==> config.mk <==
export PLATFORM = sky130hd
export DESIGN_NAME = bkpt_debug_ctrl
export DESIGN_NICKNAME = d
export VERILOG_FILES = /design/src/rtl/bkpt_dbg_pkg.sv /design/src/rtl/bkpt_rst_sync.sv /design/src/rtl/bkpt_fetch_pc.sv /design/src/rtl/bkpt_pipe.sv /design/src/rtl/bkpt_dbg_fsm.sv /design/src/rtl/bkpt_debug_ctrl.sv
export SDC_FILE = /design/constraint.sdc
export NUM_CORES = 1
export LEC_CHECK = 0
export ABC_CLOCK_PERIOD_IN_PS = 5700
export BUFFER_PORTS_ARGS = -buffer_cell sky130_fd_sc_hd__buf_2
export CORE_UTILIZATION = 35
export DETAILED_ROUTE_END_ITERATION = 7
export HOLD_SLACK_MARGIN = 0.12
export PLACE_DENSITY = 0.58
export SLEW_MARGIN = 20
export SYNTH_ARGS = -nofsm -noshare
export SYNTH_HDL_FRONTEND = slang
export SYNTH_SLANG_ARGS = --single-unit
==> constraint.sdc <==
create_clock -name clk -period 5.7 [get_ports clk]
set_input_delay 0.855 -clock clk [delete_from_list [all_inputs] [get_ports clk]]
set_output_delay 0.855 -clock clk [all_outputs]
set_load 0.02 [all_outputs]
==> src/rtl/bkpt_dbg_pkg.sv <==
package bkpt_dbg_pkg;

  typedef enum logic {
    DBG_RUN  = 1'b0,
    DBG_HALT = 1'b1
  } dbg_state_t;

endpackage

==> src/rtl/bkpt_rst_sync.sv <==
module bkpt_rst_sync #(
  parameter int unsigned DEPTH = 2
) (
  input  logic clk,
  input  logic rst_n_i,
  output logic rst_n_o
);

  logic [DEPTH-1:0] sync_q;
  logic [DEPTH-1:0] sync_d;

  always_comb begin
    sync_d = {sync_q[DEPTH-2:0], 1'b1};
  end

  always_ff @(posedge clk or negedge rst_n_i) begin
    if (!rst_n_i) begin
      sync_q <= '0;
    end else begin
      sync_q <= sync_d;
    end
  end

  assign rst_n_o = sync_q[DEPTH-1];

endmodule

==> src/rtl/bkpt_fetch_pc.sv <==
module bkpt_fetch_pc #(
  parameter int unsigned   AW         = 32,
  parameter int unsigned   STEP       = 4,
  parameter logic [AW-1:0] RESET_ADDR = '0
) (
  input  logic          clk,
  input  logic          rst_n,
  input  logic          fetch_valid_i,
  input  logic          hold_i,
  input  logic          redirect_i,
  input  logic [AW-1:0] target_i,
  input  logic          restart_i,
  input  logic [AW-1:0] restart_addr_i,
  output logic [AW-1:0] pc_o
);

  localparam logic [AW-1:0] STEP_V = AW'(STEP);

  logic [AW-1:0] pc_q;
  logic [AW-1:0] pc_d;
  logic          pc_en;

  always_comb begin
    pc_en = 1'b0;
    pc_d  = pc_q;
    if (restart_i) begin
      pc_en = 1'b1;
      pc_d  = restart_addr_i;
    end else if (redirect_i) begin
      pc_en = 1'b1;
      pc_d  = target_i;
    end else if (!hold_i && fetch_valid_i) begin
      pc_en = 1'b1;
      pc_d  = pc_q + STEP_V;
    end
  end

  always_ff @(posedge clk or negedge rst_n) begin
    if (!rst_n) begin
      pc_q <= RESET_ADDR;
    end else if (pc_en) begin
      pc_q <= pc_d;
    end
  end

  assign pc_o = pc_q;

  AST_RESTART_LOADS_PC: assert property (@(posedge clk) disable iff (!rst_n)
    restart_i |=> (pc_q == $past(restart_addr_i))) else $error("restart load");
  AST_REDIRECT_LOADS_PC: assert property (@(posedge clk) disable iff (!rst_n)
    (redirect_i && !restart_i) |=> (pc_q == $past(target_i))) else $error("redirect load");
  AST_HOLD_KEEPS_PC: assert property (@(posedge clk) disable iff (!rst_n)
    (hold_i && !restart_i && !redirect_i) |=> $stable(pc_q)) else $error("pc moved in hold");

endmodule

==> src/rtl/bkpt_pipe.sv <==
module bkpt_pipe #(
  parameter int unsigned AW     = 32,
  parameter int unsigned STAGES = 3
) (
  input  logic          clk,
  input  logic          rst_n,
  input  logic          adv_i,
  input  logic          kill_i,
  input  logic          fetch_valid_i,
  input  logic          bkpt_req_i,
  input  logic [AW-1:0] fetch_addr_i,
  output logic          ex_valid_o,
  output logic          ex_tag_o,
  output logic [AW-1:0] ex_addr_o
);

  localparam int unsigned EX = STAGES - 1;

  logic [STAGES-1:0] valid_q;
  logic [STAGES-1:0] tag_q;
  logic [AW-1:0]     addr_q [STAGES];

  for (genvar i = 0; i < STAGES; i++) begin : g_stage
    logic          in_v;
    logic          in_t;
    logic [AW-1:0] in_a;
    logic          v_q, v_d, t_q, t_d;
    logic [AW-1:0] a_q, a_d;
    logic          st_en;

    if (i == 0) begin : g_head
      assign in_v = fetch_valid_i;
      assign in_t = fetch_valid_i & bkpt_req_i;
      assign in_a = fetch_addr_i;
    end else begin : g_body
      assign in_v = valid_q[i-1];
      assign in_t = tag_q[i-1];
      assign in_a = addr_q[i-1];
    end

    always_comb begin
      st_en = 1'b0;
      v_d   = v_q;
      t_d   = t_q;
      a_d   = a_q;
      if (kill_i) begin
        st_en = 1'b1;
        v_d   = 1'b0;
        t_d   = 1'b0;
      end else if (adv_i) begin
        st_en = 1'b1;
        v_d   = in_v;
        t_d   = in_t;
        a_d   = in_a;
      end
    end

    always_ff @(posedge clk or negedge rst_n) begin
      if (!rst_n) begin
        v_q <= 1'b0;
        t_q <= 1'b0;
        a_q <= '0;
      end else if (st_en) begin
        v_q <= v_d;
        t_q <= t_d;
        a_q <= a_d;
      end
    end

    assign valid_q[i] = v_q;
    assign tag_q[i]   = t_q;
    assign addr_q[i]  = a_q;
  end

  assign ex_valid_o = valid_q[EX];
  assign ex_tag_o   = tag_q[EX];
  assign ex_addr_o  = addr_q[EX];

  AST_KILL_EMPTIES_PIPE: assert property (@(posedge clk) disable iff (!rst_n)
    kill_i |=> (valid_q == '0 && tag_q == '0)) else $error("kill left entries");
  AST_NO_FETCH_NO_TAG: assert property (@(posedge clk) disable iff (!rst_n)
    (adv_i && !kill_i && !fetch_valid_i) |=> !tag_q[0]) else $error("tag without fetch");
  AST_STALL_FREEZES_PIPE: assert property (@(posedge clk) disable iff (!rst_n)
    (!adv_i && !kill_i) |=> ($stable(valid_q) && $stable(tag_q))) else $error("pipe moved in stall");

endmodule

==> src/rtl/bkpt_dbg_fsm.sv <==
module bkpt_dbg_fsm
  import bkpt_dbg_pkg::*;
#(
  parameter int unsigned AW = 32
) (
  input  logic          clk,
  input  logic          rst_n,
  input  logic          hit_i,
  input  logic [AW-1:0] hit_addr_i,
  input  logic          restart_i,
  output logic          halted_o,
  output logic          restart_take_o,
  output logic [AW-1:0] saved_addr_o
);

  dbg_state_t    state_q, state_d;
  logic [AW-1:0] saved_q, saved_d;
  logic          saved_en;

  always_comb begin
    state_d        = state_q;
    saved_d        = saved_q;
    saved_en       = 1'b0;
    restart_take_o = 1'b0;
    case (state_q)
      DBG_RUN: begin
        if (hit_i) begin
          state_d  = DBG_HALT;
          saved_d  = hit_addr_i;
          saved_en = 1'b1;
        end
      end
      DBG_HALT: begin
        if (restart_i) begin
          state_d        = DBG_RUN;
          restart_take_o = 1'b1;
        end
      end
      default: state_d = DBG_RUN;
    endcase
  end

  always_ff @(posedge clk or negedge rst_n) begin
    if (!rst_n) begin
      state_q <= DBG_RUN;
    end else begin
      state_q <= state_d;
    end
  end

  always_ff @(posedge clk or negedge rst_n) begin
    if (!rst_n) begin
      saved_q <= '0;
    end else if (saved_en) begin
      saved_q <= saved_d;
    end
  end

  assign halted_o     = (state_q == DBG_HALT);
  assign saved_addr_o = saved_q;

  AST_HIT_ENTERS_DEBUG: assert property (@(posedge clk) disable iff (!rst_n)
    hit_i |=> (halted_o && saved_addr_o == $past(hit_addr_i))) else $error("no debug entry");
  AST_HALT_PERSISTS: assert property (@(posedge clk) disable iff (!rst_n)
    (halted_o && !restart_i) |=> halted_o) else $error("left debug unasked");
  AST_RESTART_IN_RUN_IGNORED: assert property (@(posedge clk) disable iff (!rst_n)
    (!halted_o && !hit_i) |=> !halted_o) else $error("spurious halt");

endmodule

==> src/rtl/bkpt_debug_ctrl.sv <==
module bkpt_debug_ctrl #(
  parameter int unsigned   AW         = 32,
  parameter int unsigned   STAGES     = 3,
  parameter int unsigned   STEP       = 4,
  parameter logic [AW-1:0] RESET_ADDR = '0
) (
  input  logic          clk,
  input  logic          rst_n,
  input  logic          fetch_valid_i,
  input  logic          bkpt_req_i,
  input  logic          ex_cond_pass_i,
  input  logic          ex_branch_i,
  input  logic [AW-1:0] ex_target_i,
  input  logic          restart_i,
  output logic [AW-1:0] fetch_addr_o,
  output logic          ex_valid_o,
  output logic [AW-1:0] ex_addr_o,
  output logic          ex_enable_o,
  output logic          flush_o,
  output logic          dbg_ack_o,
  output logic [AW-1:0] restart_addr_o
);

  logic          rst_n_s;
  logic          ex_valid, ex_tag;
  logic [AW-1:0] ex_addr;
  logic          halted, restart_take;
  logic [AW-1:0] saved_addr;
  logic [AW-1:0] pc;
  logic          hit, redirect, kill, adv, pc_hold;

  bkpt_rst_sync #(.DEPTH(2)) u_rst (
    .clk     (clk),
    .rst_n_i (rst_n),
    .rst_n_o (rst_n_s)
  );

  always_comb begin
    hit      = ex_valid & ex_tag & ~halted;
    redirect = ex_valid & ~ex_tag & ex_branch_i & ex_cond_pass_i & ~halted;
    kill     = hit | redirect;
    adv      = ~halted;
    pc_hold  = halted | hit;
  end

  bkpt_fetch_pc #(.AW(AW), .STEP(STEP), .RESET_ADDR(RESET_ADDR)) u_pc (
    .clk            (clk),
    .rst_n          (rst_n_s),
    .fetch_valid_i  (fetch_valid_i),
    .hold_i         (pc_hold),
    .redirect_i     (redirect),
    .target_i       (ex_target_i),
    .restart_i      (restart_take),
    .restart_addr_i (saved_addr),
    .pc_o           (pc)
  );

  bkpt_pipe #(.AW(AW), .STAGES(STAGES)) u_pipe (
    .clk           (clk),
    .rst_n         (rst_n_s),
    .adv_i         (adv),
    .kill_i        (kill),
    .fetch_valid_i (fetch_valid_i),
    .bkpt_req_i    (bkpt_req_i),
    .fetch_addr_i  (pc),
    .ex_valid_o    (ex_valid),
    .ex_tag_o      (ex_tag),
    .ex_addr_o     (ex_addr)
  );

  bkpt_dbg_fsm #(.AW(AW)) u_fsm (
    .clk            (clk),
    .rst_n          (rst_n_s),
    .hit_i          (hit),
    .hit_addr_i     (ex_addr),
    .restart_i      (restart_i),
    .halted_o       (halted),
    .restart_take_o (restart_take),
    .saved_addr_o   (saved_addr)
  );

  assign fetch_addr_o   = pc;
  assign ex_valid_o     = ex_valid;
  assign ex_addr_o      = ex_addr;
  assign ex_enable_o    = ex_valid & ~ex_tag & ~halted;
  assign flush_o        = redirect;
  assign dbg_ack_o      = halted;
  assign restart_addr_o = saved_addr;

  AST_HALT_BLOCKS_EXEC: assert property (@(posedge clk) disable iff (!rst_n_s)
    dbg_ack_o |-> (!ex_enable_o && !ex_valid_o)) else $error("exec in debug");
  AST_ENTRY_NOT_EXECUTED: assert property (@(posedge clk) disable iff (!rst_n_s)
    ($rose(dbg_ack_o)) |-> !$past(ex_enable_o)) else $error("marked insn executed");
  AST_FLUSH_OUTSIDE_DEBUG: assert property (@(posedge clk) disable iff (!rst_n_s)
    flush_o |=> !dbg_ack_o) else $error("flush led to debug");

endmodule

Word level (Yosys, flattened, before mapping)

Cells that the tools add are included.

Div/mod/pow operators: 0
Reductions and logical operators: 7
Add/subtract/negate cells: 1
Shifts and indexed selects: 0
$lt $le $gt $ge: 0
Mux-type cells: 26
$mul: 0
Bitwise operators: 13
Equality and inequality tests: 1

Operator list:

| kind                  | count |
|---|---|
| $mux 32               | 3 |
| $add 32x3->32 const B | 1 |
| $mux 1                | 22 |
| $and 1x1->1           | 8 |
| $reduce_and 3->1      | 2 |
| $reduce_and 2->1      | 2 |
| $not 1->1             | 3 |
| $reduce_bool 3->1     | 1 |
| $ne 2x2->1 const B    | 1 |
| $or 1x1->1            | 2 |
| $pmux 1 s2            | 1 |
| $logic_and 1x1->1     | 1 |
| $logic_not 1->1       | 1 |

Bits of input ports: 39
Register bits: 169
Word-level logic and storage cells: 61
Memories: 0
Bits in writable memories: 0
Output and inout bits: 100
Bits in latches: 0
ROM bits: 0

Depth between registers and ports, before layout

Gate-level depths: netlist (run 1).

Depth in word-level cells: 9
Gate-level depth with buffers: 8
Mapped depth without buffers: 6

Hierarchy

From an unflattened synthesis (run 1), not the netlist that was laid out.

Cell total of the unflattened synthesis: 577
Area total of the unflattened synthesis: 7714.9 um2

By module, submodules not included:

| module          | instances | sequential area each (um2) | cells each | area each (um2) |
|---|---|---|---|---|
| bkpt_pipe       | 1         | 2552.4                     | 223        | 3975.1 |
| bkpt_fetch_pc   | 1         | 800.8                      | 268        | 2237.1 |
| bkpt_dbg_fsm    | 1         | 825.8                      | 73         | 1390.1 |
| bkpt_debug_ctrl | 1         | 0.0                        | 10         | 58.8 |
| bkpt_rst_sync   | 1         | 50.0                       | 3          | 53.8 |

Least setup slack after synthesis (run 1)

Ideal clock, no wire load.

Kind: input -> output
Start point: input ex_cond_pass_i
End point: output flush_o
Buffers on the path: 1
Path slack: 3.379 ns
Required time: 4.845 ns
Arrival: 1.466 ns
Stages: 4
Cell sequence: and3_1 -> nand2_1 -> inv_1 -> buf_2

Word-level cells in the longest chain between the ends: 2

Ends and longest elaborated chain:

| what                     | line                  | source |
|---|---|---|
| start: declaration       | bkpt_debug_ctrl.sv:11 | `input logic ex_cond_pass_i,` |
| $and 1x1->1 (2 in a row) | bkpt_debug_ctrl.sv:40 | `redirect = ex_valid & ~ex_tag & ex_branch_i & ex_cond_pass_i & ~halted;` |
| end: declaration         | bkpt_debug_ctrl.sv:19 | `output logic flush_o,` |

Every way passes these cells.

Worst setup path in the final report (run 1)

Start point: register u_fsm.state_q (netlist: u_fsm.halted_o)
End point: output flush_o

Word-level cells in the longest chain between the ends: 2

Ends and longest elaborated chain:

| what                       | line                  | source |
|---|---|---|
| start: declaration         | bkpt_dbg_fsm.sv:16    | `dbg_state_t state_q, state_d;` |
| start signal: assignment   | bkpt_dbg_fsm.sv:47    | `state_q <= state_d;` |
| $not 1->1 (no source line) | n/a                   |  |
| $and 1x1->1                | bkpt_debug_ctrl.sv:40 |  |

Every way passes these cells.

==> results of run 1 <==
[layout make-up]
class | count | area [um2]
clock buffers | 17 | 425.4
inverters | 3 | 11.26
repair buffers | 146 | 763.2
well taps | 270 | 337.8
multi-input cells | 374 | 2978
clock inverters | 15 | 177.7
flip-flops and latches | 169 | 4233
fillers | 1942 | 11500
[state kept, by name, summed over array words and instances, names as in the netlist]
signal,flops
u_fsm.halted_o,1
u_rst.sync_q,2
u_pc.pc_o,32
u_pipe.ex_addr_o,32
u_pipe.g_stage.t_q,2
u_pipe.g_stage.a_q,64
u_pipe.ex_tag_o,1
u_pipe.g_stage.v_q,2
u_pipe.ex_valid_o,1
u_fsm.saved_addr_o,32
[how the worst max path moves through the flow]
stage,startpoint,to,slack (ns),depth (start not counted)
after global routing,u_fsm.halted_o,flush_o,2.29,4
after global placement,ex_cond_pass_i,flush_o,2.74,5
after detailed placement,ex_cond_pass_i,flush_o,2.71,5
after floorplan,u_rst.sync_q[1],u_fsm.halted_o,0.64,0
after CTS,u_fsm.halted_o,flush_o,2.48,4
final,u_fsm.halted_o,flush_o,2.48,4
[cells by family after synthesis]
logic type / after synthesis / share of synthesized area (%)
buf+inv: 40 / 2.525
compound gates: 109 / 9.712
xor+xnor: 10 / 1.187
simple gates: 121 / 8.966
mux: 132 / 20.10
fa+ha+maj: 1 / 0.1695
other cells: 1 / 0.05080
flops: 169 / 57.29
[through the flow]
step                utilization (%)  power (uW)  cell area (um2)  setup WS [ns]  instances
finish                        43.69        5395             8926          2.484        994
global route                  43.69        5736             8926          2.286        994
CTS                           43.69        5444             8926          2.480        994
detailed placement            40.74        4246             8323          2.712        962
global placement              40.74        4166             8323          2.739        962
floorplan                         -        3567             7382         0.6423        583
[critical path: stages, from the launching register on]
cell     delay, ns
dfrtp_1       0.55
a21oi_2       0.36
nand2_1       0.12
inv_1         0.60
buf_2         0.29
[metal layers]
metal | wire [um] | up-vias | part of all wire (%) | GRT usage (%)
met1 | 8562 | 2702 | 46 | 24.26
met3 | 852 | 15 | 4.6 | 4.503
met4 | 222 | 0 | 1.2 | 4.588
met5 | 0 | - | 0 | 0
li1 | - | 2418 | - | -
met2 | 8878 | 129 | 48 | 28.37
[power groups by stage]
stage | combinational, uW | clock [uW] | sequential, uW
after floorplan | 1150 | 0 | 2420
after global placement | 1960 | 0 | 2200
after detailed placement | 2010 | 0 | 2240
after CTS | 2020 | 1210 | 2220
after global routing | 2160 | 1270 | 2310
final | 1980 | 1190 | 2220
[cells in the mapped netlist (2+ instances only)]
cell type | number | area, um2
mux2i_1 | 2 | 20.02
a31oi_1 | 11 | 68.82
nor2_1 | 15 | 56.30
a21oi_1 | 23 | 115.1
clkbuf_2 | 3 | 15.01
nor3_4 | 2 | 32.53
o311ai_0 | 2 | 17.52
mux2_2 | 130 | 1464
buf_2 | 23 | 115.1
or4_1 | 3 | 22.52
nand2_1 | 36 | 135.1
a22o_1 | 6 | 52.55
o211ai_1 | 5 | 37.54
clkbuf_1 | 9 | 33.78
or3_1 | 3 | 18.77
a221o_1 | 8 | 80.08
nand2b_1 | 2 | 12.51
a222oi_1 | 3 | 30.03
nand4_2 | 3 | 37.54
nand4_1 | 4 | 25.02
xor2_1 | 2 | 17.52
nand3_1 | 25 | 125.1
dfrtp_1 | 169 | 4229
xnor2_1 | 8 | 70.07
o21a_1 | 3 | 22.52
o21ai_0 | 26 | 130.1
o22ai_1 | 6 | 37.54
inv_1 | 3 | 11.26
and4_1 | 3 | 26.28
a21o_1 | 2 | 15.01
nor3_1 | 9 | 45.04
or3_4 | 2 | 22.52
and3_1 | 5 | 31.28
a22oi_1 | 7 | 52.55
nor4_1 | 2 | 12.51
==> summary.txt, run 1 <==
Synthesis
  • Syn Inst Count: 583
  • Library cells used by synthesis: 53
  • Ys flop type: dfrtp_1
  • Share of the yosys chip area belonging to registers: 57.29%
  • Syn Nets: 623
  • Mapped cell area: 0.007382 mm2
  • EDFF count, synth: 0
  • Yosys reg bits: 169
  • Asr flop ratio synth: 100.0%
  • Synth Area per Inst: 12.66 um2
  • Yosys warnings: 0

Detailed routing
  • Avg WL per Cell: 18.63 um
  • First DRT Iteration DRCs: 363
  • DRT Pass-1 Iters: 4
  • Final ANT Viol Nets: 0
  • DR vias/cell: 5.296
  • DRC errors left: 0
  • Vias: 5264
  • Final wirelength: 18520 um

Clock network
  • H-tree depth: 4
  • CTS Buf Count: 17
  • PostCTS Resize Cnt: 0
  • Clk buf depth: 2
  • Setup Fix Bufs, Post-CTS: 0
  • CTS Sinks: 169
  • Post-CTS Hold Buffers: 0
  • Clk_lat worst skew: 0.43 ns
  • Clock root cell: clkbuf_16
  • Clk slew on worst S/H paths: 0.07 ns
  • CTS tree: built

Layout
  • Layout area overhead: 20.92%
  • Most common cell after layout, fill and taps aside: dfrtp_1
  • Antenna diode count: 0
  • Share of post-route cells with drive strength above 1: 44.34%
  • Fin nets: 751
  • Most frequent cells in the layout: dfrtp_1 (168), buf_2 (138), mux2_2 (130)

Timing
  • Fmax: 0.3109 GHz
  • Setup TNS: 0 ns
  • Slew of the pin with the lowest slew margin: 0.8914 ns
  • Final setup fails: 0
  • Fin crit share: 56.42%
  • Final Hold Fails: 0
  • Headroom to the max-slew limit: 40.40%
  • Worst Skew: 0.01329 ns
  • RSZ-0062 raised after global routing: false
  • Worst hold margin: 0.1967 ns
  • Slew Viols, Final: 0
  • Min cycle time layout: 3.216 ns

Floorplan
  • Initial Utilization: 36.13%
  • Ports: 139
  • Rows: 52
  • Die width: 147.2 um
  • Core footprint: 0.02043 mm2
  • Die ar.: 0.02168 mm2
  • Die Y: 147.2 um

Global routing
  • Initial antenna violation count: 0
  • Vias in the first global route: 5344
  • Largest net degree at the start of global routing: 144
  • Gr usage total: 17.85%
  • Grt ovf: 0
  • First-pass GRT wire length: 29860 um

Outcome
  • Outcome: finished, final reports clean

Pwr
  • Switching share of power: 39.22%
  • Flop pwr share: 41.2%
  • IR Drop Worst-Case VDD: 232.3 uV
  • Static Leakage: 0.004233 uW
  • Comb pwr share: 36.8%
  • Total internal power: 3279 uW
  • PwrDens: 604.4 mW/mm2
  • Sw Pwr: 2116 uW
  • Clock power frac: 22.0%

Setup path
  • Crit path kind: flip-flop to output port
  • Data arrival time of the worst path: 2.36 ns
  • R2R Path Start: u_fsm.halted_o
  • Path depth of the worst reg2reg path: 6
  • CP max FO: 23
  • CP endpoint kind: output port
  • Worst R2R Setup Slack: 3.27 ns
  • Startpoint Class: flip-flop
  • Reg-to-reg endpoint: u_pc.pc_o[18]
  • CP required: 4.85 ns

Placed design
  • Input/output buffers: 138
  • Placer congestion estimate: 0.8012
  • Post-DP HPWL: 12780 um

Job
  • Max-cap violations: 0

Hold path
  • Hold Path Class: primary input to async pin
No activity file was read; power rests on OpenSTA's default activity.
==> run 2, diff against run 1 <==
ABC_CLOCK_PERIOD_IN_PS = 3300   (was 5700)
clock period = 3.3 ns   (was 5.7 ns; I/O delays follow)
==> run 2 against run 1 <==
  * First-iteration DRC count decreased by 19%
  * Sequential cell count unchanged
  * Combinational power increased by 73%
  * Die area unchanged
  * Setup slack got worse by 1.7 ns
  * Sequential power rose by 73%
  * Critical endpoint unchanged
  * Core utilization increased by 0.32 points
  * Register-to-register slack got worse by 2.4 ns
  * Sequential share of layout area shrank 0.35 points
  * Count of clock-buffer cells in the layout is the same
  * Clock power increased by 82%
  * Critical path type unchanged
==> summary.txt, run 2 (synthesized netlist as in run 1, its figures left out) <==
Outcome
  • Outcome: finished, final reports clean (unchanged)

Detailed routing
  • Vias: 5308 (was 5264)
  • Final ANT Viol Nets: 0 (unchanged)
  • Avg WL per Cell: 18.54 um (was 18.63 um)
  • Final wirelength: 18500 um (was 18520 um)
  • First DRT Iteration DRCs: 295 (was 363)
  • DRT Pass-1 Iters: 5 (was 4)
  • DR vias/cell: 5.319 (was 5.296)
  • DRC errors left: 0 (unchanged)

Clock network
  • H-tree depth: 4 (unchanged)
  • Clk slew on worst S/H paths: 0.07 ns (about the same)
  • CTS tree: built (unchanged)
  • Setup Fix Bufs, Post-CTS: 0 (unchanged)
  • CTS Sinks: 169 (unchanged)
  • Clk_lat worst skew: 0.43 ns (about the same)
  • Clock root cell: clkbuf_16 (unchanged)
  • CTS Buf Count: 17 (unchanged)
  • Clk buf depth: 2 (unchanged)

Floorplan
  • Die width: 147.2 um (unchanged)
  • Die ar.: 0.02168 mm2 (unchanged)
  • Core footprint: 0.02043 mm2 (unchanged)
  • Initial Utilization: 36.13% (unchanged)
  • Ports: 139 (unchanged)
  • Rows: 52 (unchanged)
  • Die Y: 147.2 um (unchanged)

Layout
  • Biggest register: u_pipe.g_stage.a_q (unchanged)
  • Antenna diode count: 0 (unchanged)
  • Fin nets: 755 (was 751)
  • Max FFs per register: 64 (unchanged)
  • Most common cell after layout, fill and taps aside: dfrtp_1 (unchanged)
  • Most frequent cells in the layout: dfrtp_1 (168), buf_2 (138), mux2_2 (130) (unchanged)
  • Share of post-route cells with drive strength above 1: 44.51% (was 44.34%)
  • Fillers: 1925 (was 1942)
  • Layout area overhead: 21.81% (was 20.92%)

Pwr
  • IR Drop Worst-Case VDD: 415.4 uV (was 232.3 uV)
  • Static Leakage: 0.004262 uW (was 0.004233 uW)
  • PwrDens: 1050 mW/mm2 (was 604.4 mW/mm2)

Setup path
  • R2R Path Start: u_fsm.halted_o (unchanged)
  • Data arrival time of the worst path: 2.05 ns (was 2.36 ns)
  • CP endpoint kind: output port (unchanged)
  • Critical path, cell by cell: a21oi_2 > nand2_1 > inv_1 > buf_4 > buf_2 (was a21oi_2 > nand2_1 > inv_1 > buf_2)
  • Startpoint Class: flip-flop (unchanged)
  • CP required: 2.80 ns (was 4.85 ns)
  • Max incr delay on CP: 0.55 ns (was 0.60 ns)
  • Worst path buffer plus inverter count: 3 (was 2)
  • Worst path top cell family by delay: buffers and inverters (unchanged)
  • Worst setup path startpoint: u_fsm.halted_o (unchanged)
  • Crit path max-delay cell type: dfrtp_1 (was inv_1)
  • Crit path kind: flip-flop to output port (unchanged)
  • CP max FO: 23 (unchanged)

Timing
  • Fmax: 0.3934 GHz
  • Fin crit share: 77.03%
  • Worst Skew: 0.007111 ns (was 0.01329 ns)
  • Min cycle time layout: 2.542 ns
  • Worst hold margin: 0.3204 ns (was 0.1967 ns)
  • Slew Viols, Final: 0 (unchanged)
  • Final Hold Fails: 0 (unchanged)
  • Headroom to the max-slew limit: 30.81% (was 40.40%)
  • RSZ-0062 raised after global routing: false (unchanged)
  • Slew of the pin with the lowest slew margin: 1.035 ns (was 0.8914 ns)
  • Final setup fails: 0 (unchanged)
  • Setup TNS: 0 ns (unchanged)

Hold path
  • Hold_sp: ex_target_i[1]
  • Hold Path Class: primary input to flip-flop (was primary input to async pin)

Placed design
  • Input/output buffers: 138 (unchanged)
  • Post-DP HPWL: 12990 um (was 12780 um)
  • Placer congestion estimate: 0.7788 (was 0.8012)

Global routing
  • Largest net degree at the start of global routing: 83 (was 144)
  • First-pass GRT wire length: 29730 um (was 29860 um)
  • Initial antenna violation count: 0 (unchanged)
  • Vias in the first global route: 5282 (was 5344)
  • Gr usage total: 17.83% (was 17.85%)
  • Grt ovf: 0 (unchanged)

Job
  • Max-cap violations: 0 (unchanged)
==> run 2: final timing paths <==
| check | endpoint | slack [ns] | depth (start not counted) |
|---|---|---|---|
| worst max-delay path | flush_o | 0.76 | 5 |
| worst min-delay path | u_pc.pc_o[1] | 0.32 | 3 |
| worst max register to register | u_fsm.saved_addr_o[27] | 0.91 | 3 |
| worst min register to register | u_pipe.g_stage[0].a_q[13] | 0.35 | 0 |
| max in group asynchronous | u_pipe.g_stage[0].a_q[0] | 1.99 | 1 |
| min in group asynchronous | u_pipe.g_stage[0].a_q[13] | 0.35 | 0 |
==> run 2: stage by stage <==
step | setup WS [ns] | util [%] | power, uW | cell area [um2] | cells
final | 0.7580 | 44.02 | 9440 | 8992 | 998
after global routing | 0.6025 | 44.02 | 10010 | 8992 | 998
after CTS | 0.7325 | 44.02 | 9537 | 8992 | 998
after detailed placement | 0.9048 | 40.85 | 7346 | 8346 | 965
after floorplan | 0.5057 | - | 6160 | 7383 | 583
after global placement | 0.9523 | 40.85 | 7199 | 8346 | 965
==> run 2: repair_timing <==
action,4_1_cts,5_1_grt
gates resized for setup,0,0
hold buffers,1,0
hold endpoints to repair,2,0
==> run 2: where the power goes <==
group / total (uW) / switching, uW / leakage (uW) / internal, uW
clock: 2170 / 882 / 0.000303 / 1280
sequential: 3840 / 889 / 0.00215 / 2950
combinational: 3430 / 1860 / 0.00181 / 1570
total: 9440 / 3630 / 0.00426 / 5810
==> run 2: layer usage <==
metal,up-vias,global-route usage (%),wire length (um)
met5,-,0,0
met4,0,5.361,228
met3,17,4.627,1104
met2,166,27.76,8709
met1,2694,24.36,8460
li1,2431,-,-
==> run 2: worst register-to-register path, delay by kind of cell, from the launching register on <==
| kind | cells | cell delay (ns) |
|---|---|---|
| simple gates | 1 | 0.82 |
| mux | 1 | 0.40 |
| flops | 1 | 0.63 |
| buf+inv | 1 | 0.44 |
==> run 2: cell type report <==
type | instances | area [um2] | share of cell area [%]
clock buffers | 17 | 425.4 | 4.731
inverters | 3 | 11.26 | 0.1252
flip-flops and latches | 169 | 4233 | 47.07
clock inverters | 15 | 211.5 | 2.351
well taps | 270 | 337.8 | 3.757
repair buffers | 150 | 795.8 | 8.849
multi-input cells | 374 | 2978 | 33.12
==> run 3, diff against run 2 <==
ABC_CLOCK_PERIOD_IN_PS = 2500   (was 3300)
clock period = 2.5 ns   (was 3.3 ns; I/O delays follow)
==> run 3 against run 2 <==
  * Power is 29% higher
  * Setup slack got worse by 0.49 ns
  * Register-to-register slack worse by 0.41 ns
  * Largest cell class unchanged
  * Largest power group unchanged
==> summary.txt, run 3 (synthesized netlist as in run 1, its figures left out) <==
Layout
  • Most frequent cells in the layout: dfrtp_1 (168), buf_2 (138), mux2_2 (130) (unchanged)
  • Most common cell after layout, fill and taps aside: dfrtp_1 (unchanged)
  • Fin nets: 762 (was 755)
  • Biggest register: u_pipe.g_stage.a_q (unchanged)
  • Layout area overhead: 21.66% (was 21.81%)
  • Antenna diode count: 0 (unchanged)
  • Share of post-route cells with drive strength above 1: 45.03% (was 44.51%)
  • Final Instance Area: 0.008981 mm2 (was 0.008992 mm2)
  • Max FFs per register: 64 (unchanged)

Floorplan
  • Die ar.: 0.02168 mm2 (unchanged)
  • Die Y: 147.2 um (unchanged)
  • Rows: 52 (unchanged)
  • Ports: 139 (unchanged)
  • Initial Utilization: 36.13% (unchanged)
  • Die width: 147.2 um (unchanged)
  • Core footprint: 0.02043 mm2 (unchanged)

Setup path
  • Worst R2R Setup Slack: 0.50 ns (was 0.91 ns)
  • Critical Path Sink: flush_o (unchanged)
  • Data arrival time of the worst path: 1.86 ns (was 2.05 ns)
  • Crit path kind: flip-flop to output port (unchanged)
  • Startpoint Class: flip-flop (unchanged)
  • CP endpoint kind: output port (unchanged)
  • Reg-to-reg endpoint: u_pc.pc_o[16] (was u_fsm.saved_addr_o[27])
  • Critical path, cell by cell: a21oi_2 > nand2_1 > inv_1 > buf_12 > buf_2 (was a21oi_2 > nand2_1 > inv_1 > buf_4 > buf_2)
  • R2R Path Start: u_pc.pc_o[2] (was u_fsm.halted_o)
  • CP required: 2.12 ns (was 2.80 ns)
  • Worst setup path startpoint: u_pipe.ex_valid_o (was u_fsm.halted_o)
  • CP max FO: 23 (unchanged)
  • Max incr delay on CP: 0.49 ns (was 0.55 ns)
  • Path depth of the worst reg2reg path: 5 (was 3)
  • Crit path max-delay cell type: dfrtp_1 (unchanged)

Detailed routing
  • Final wirelength: 18730 um (was 18500 um)
  • DR vias/cell: 5.337 (was 5.319)
  • Vias: 5364 (was 5308)
  • Final ANT Viol Nets: 0 (unchanged)
  • First DRT Iteration DRCs: 362 (was 295)
  • DRT Pass-1 Iters: 5 (unchanged)
  • DRC errors left: 0 (unchanged)
  • Avg WL per Cell: 18.63 um (was 18.54 um)

Timing
  • Worst Skew: 0.008560 ns (was 0.007111 ns)
  • Slew Viols, Final: 0 (unchanged)
  • Setup TNS: 0 ns (unchanged)
  • Fin crit share: 89.23%
  • Headroom to the max-slew limit: 50.59% (was 30.81%)
  • Fmax: 0.4483 GHz
  • Slew of the pin with the lowest slew margin: 0.7404 ns (was 1.035 ns)
  • Final setup fails: 0 (unchanged)
  • Min cycle time layout: 2.231 ns
  • Final Hold Fails: 0 (unchanged)
  • RSZ-0062 raised after global routing: false (unchanged)
  • Worst hold margin: 0.2137 ns (was 0.3204 ns)

Clock network
  • Clk slew on worst S/H paths: 0.06 ns (was 0.07 ns)
  • Clk_lat worst skew: 0.43 ns (about the same)
  • CTS Sinks: 169 (unchanged)
  • Setup Fix Bufs, Post-CTS: 0 (unchanged)
  • PostCTS Resize Cnt: 0 (unchanged)
  • Clock root cell: clkbuf_16 (unchanged)
  • Clk buf depth: 2 (unchanged)
  • CTS Buf Count: 17 (unchanged)
  • Post-CTS Hold Buffers: 1 (unchanged)
  • H-tree depth: 4 (unchanged)
  • CTS tree: built (unchanged)

Placed design
  • Post-DP HPWL: 13460 um (was 12990 um)
  • Placed Area: 0.008423 mm2 (was 0.008346 mm2)
  • Input/output buffers: 138 (unchanged)
  • Placer congestion estimate: 0.7955 (was 0.7788)

Pwr
  • Total power draw: 12170 uW (was 9440 uW)
  • PwrDens: 1355 mW/mm2 (was 1050 mW/mm2)
  • Static Leakage: 0.004274 uW (was 0.004262 uW)
  • IR Drop Worst-Case VDD: 680.5 uV (was 415.4 uV)

Global routing
  • Gr usage total: 18.24% (was 17.83%)
  • Largest net degree at the start of global routing: 69 (was 83)
  • First-pass GRT wire length: 30420 um (was 29730 um)
  • Grt ovf: 0 (unchanged)
  • Initial antenna violation count: 0 (unchanged)
  • Vias in the first global route: 5419 (was 5282)

Outcome
  • Outcome: finished, final reports clean (unchanged)

Job
  • Max-cap violations: 0 (unchanged)

Hold path
  • Hold Path Cell Cnt: 2 (was 3)
  • Hold Path Class: primary input to flip-flop (unchanged)
-- run 3: worst min-delay path by stage --
stage | startpoint | endpoint | slack [ns]
after floorplan | rst_n | u_rst.sync_q[0] | 0.08
after global placement | rst_n | u_rst.sync_q[0] | 0.16
after detailed placement | rst_n | u_rst.sync_q[0] | 0.17
after CTS | bkpt_req_i | u_pipe.g_stage[0].t_q | 0.19
after global routing | bkpt_req_i | u_pipe.g_stage[0].t_q | 0.20
final | bkpt_req_i | u_pipe.g_stage[0].t_q | 0.21
-- run 3: routing by layer --
metal  global-route usage, %  up-vias  part of all wire (%)
li1                        -     2433                     -
met1                   24.42     2735                    45
met2                   29.34      176                    48
met3                   4.720       20                   6.1
met4                   4.742        0                   1.2
met5                       0        -                     0
-- run 3: power by group --
| group | total, uW | switching, uW | leakage [uW] | internal, uW |
|---|---|---|---|---|
| clock network | 2470 | 1150 | 0.000274 | 1320 |
| registers | 5040 | 1140 | 0.00215 | 3900 |
| logic | 4660 | 2530 | 0.00185 | 2140 |
| total | 12200 | 4810 | 0.00427 | 7360 |
-- run 3: cell type report --
cell class / instances / area [um2]
fillers: 1942 / 11450
flip-flops and latches: 169 / 4233
multi-input cells: 374 / 2978
repair buffers: 157 / 873.3
clock buffers: 18 / 439.2
well taps: 270 / 337.8
clock inverters: 14 / 108.9
inverters: 3 / 11.26
-- run 3: per-stage QoR --
step	setup slack (ns)	cells	utilization, %
finish	0.2693	1005	43.96
global route	0.1043	1005	43.96
CTS	0.2368	1005	43.96
detailed placement	0.5076	972	41.23
global placement	0.5438	972	41.23
floorplan	0.5571	583	-
-- run 3: critical path, delay by kind of cell (launching register included) --
family	cells	cell delay, ns
buffers and inverters	3	0.48
DFF	1	0.49
and+or+nand+nor	1	0.12
AOI/OAI and AO/OA	1	0.36
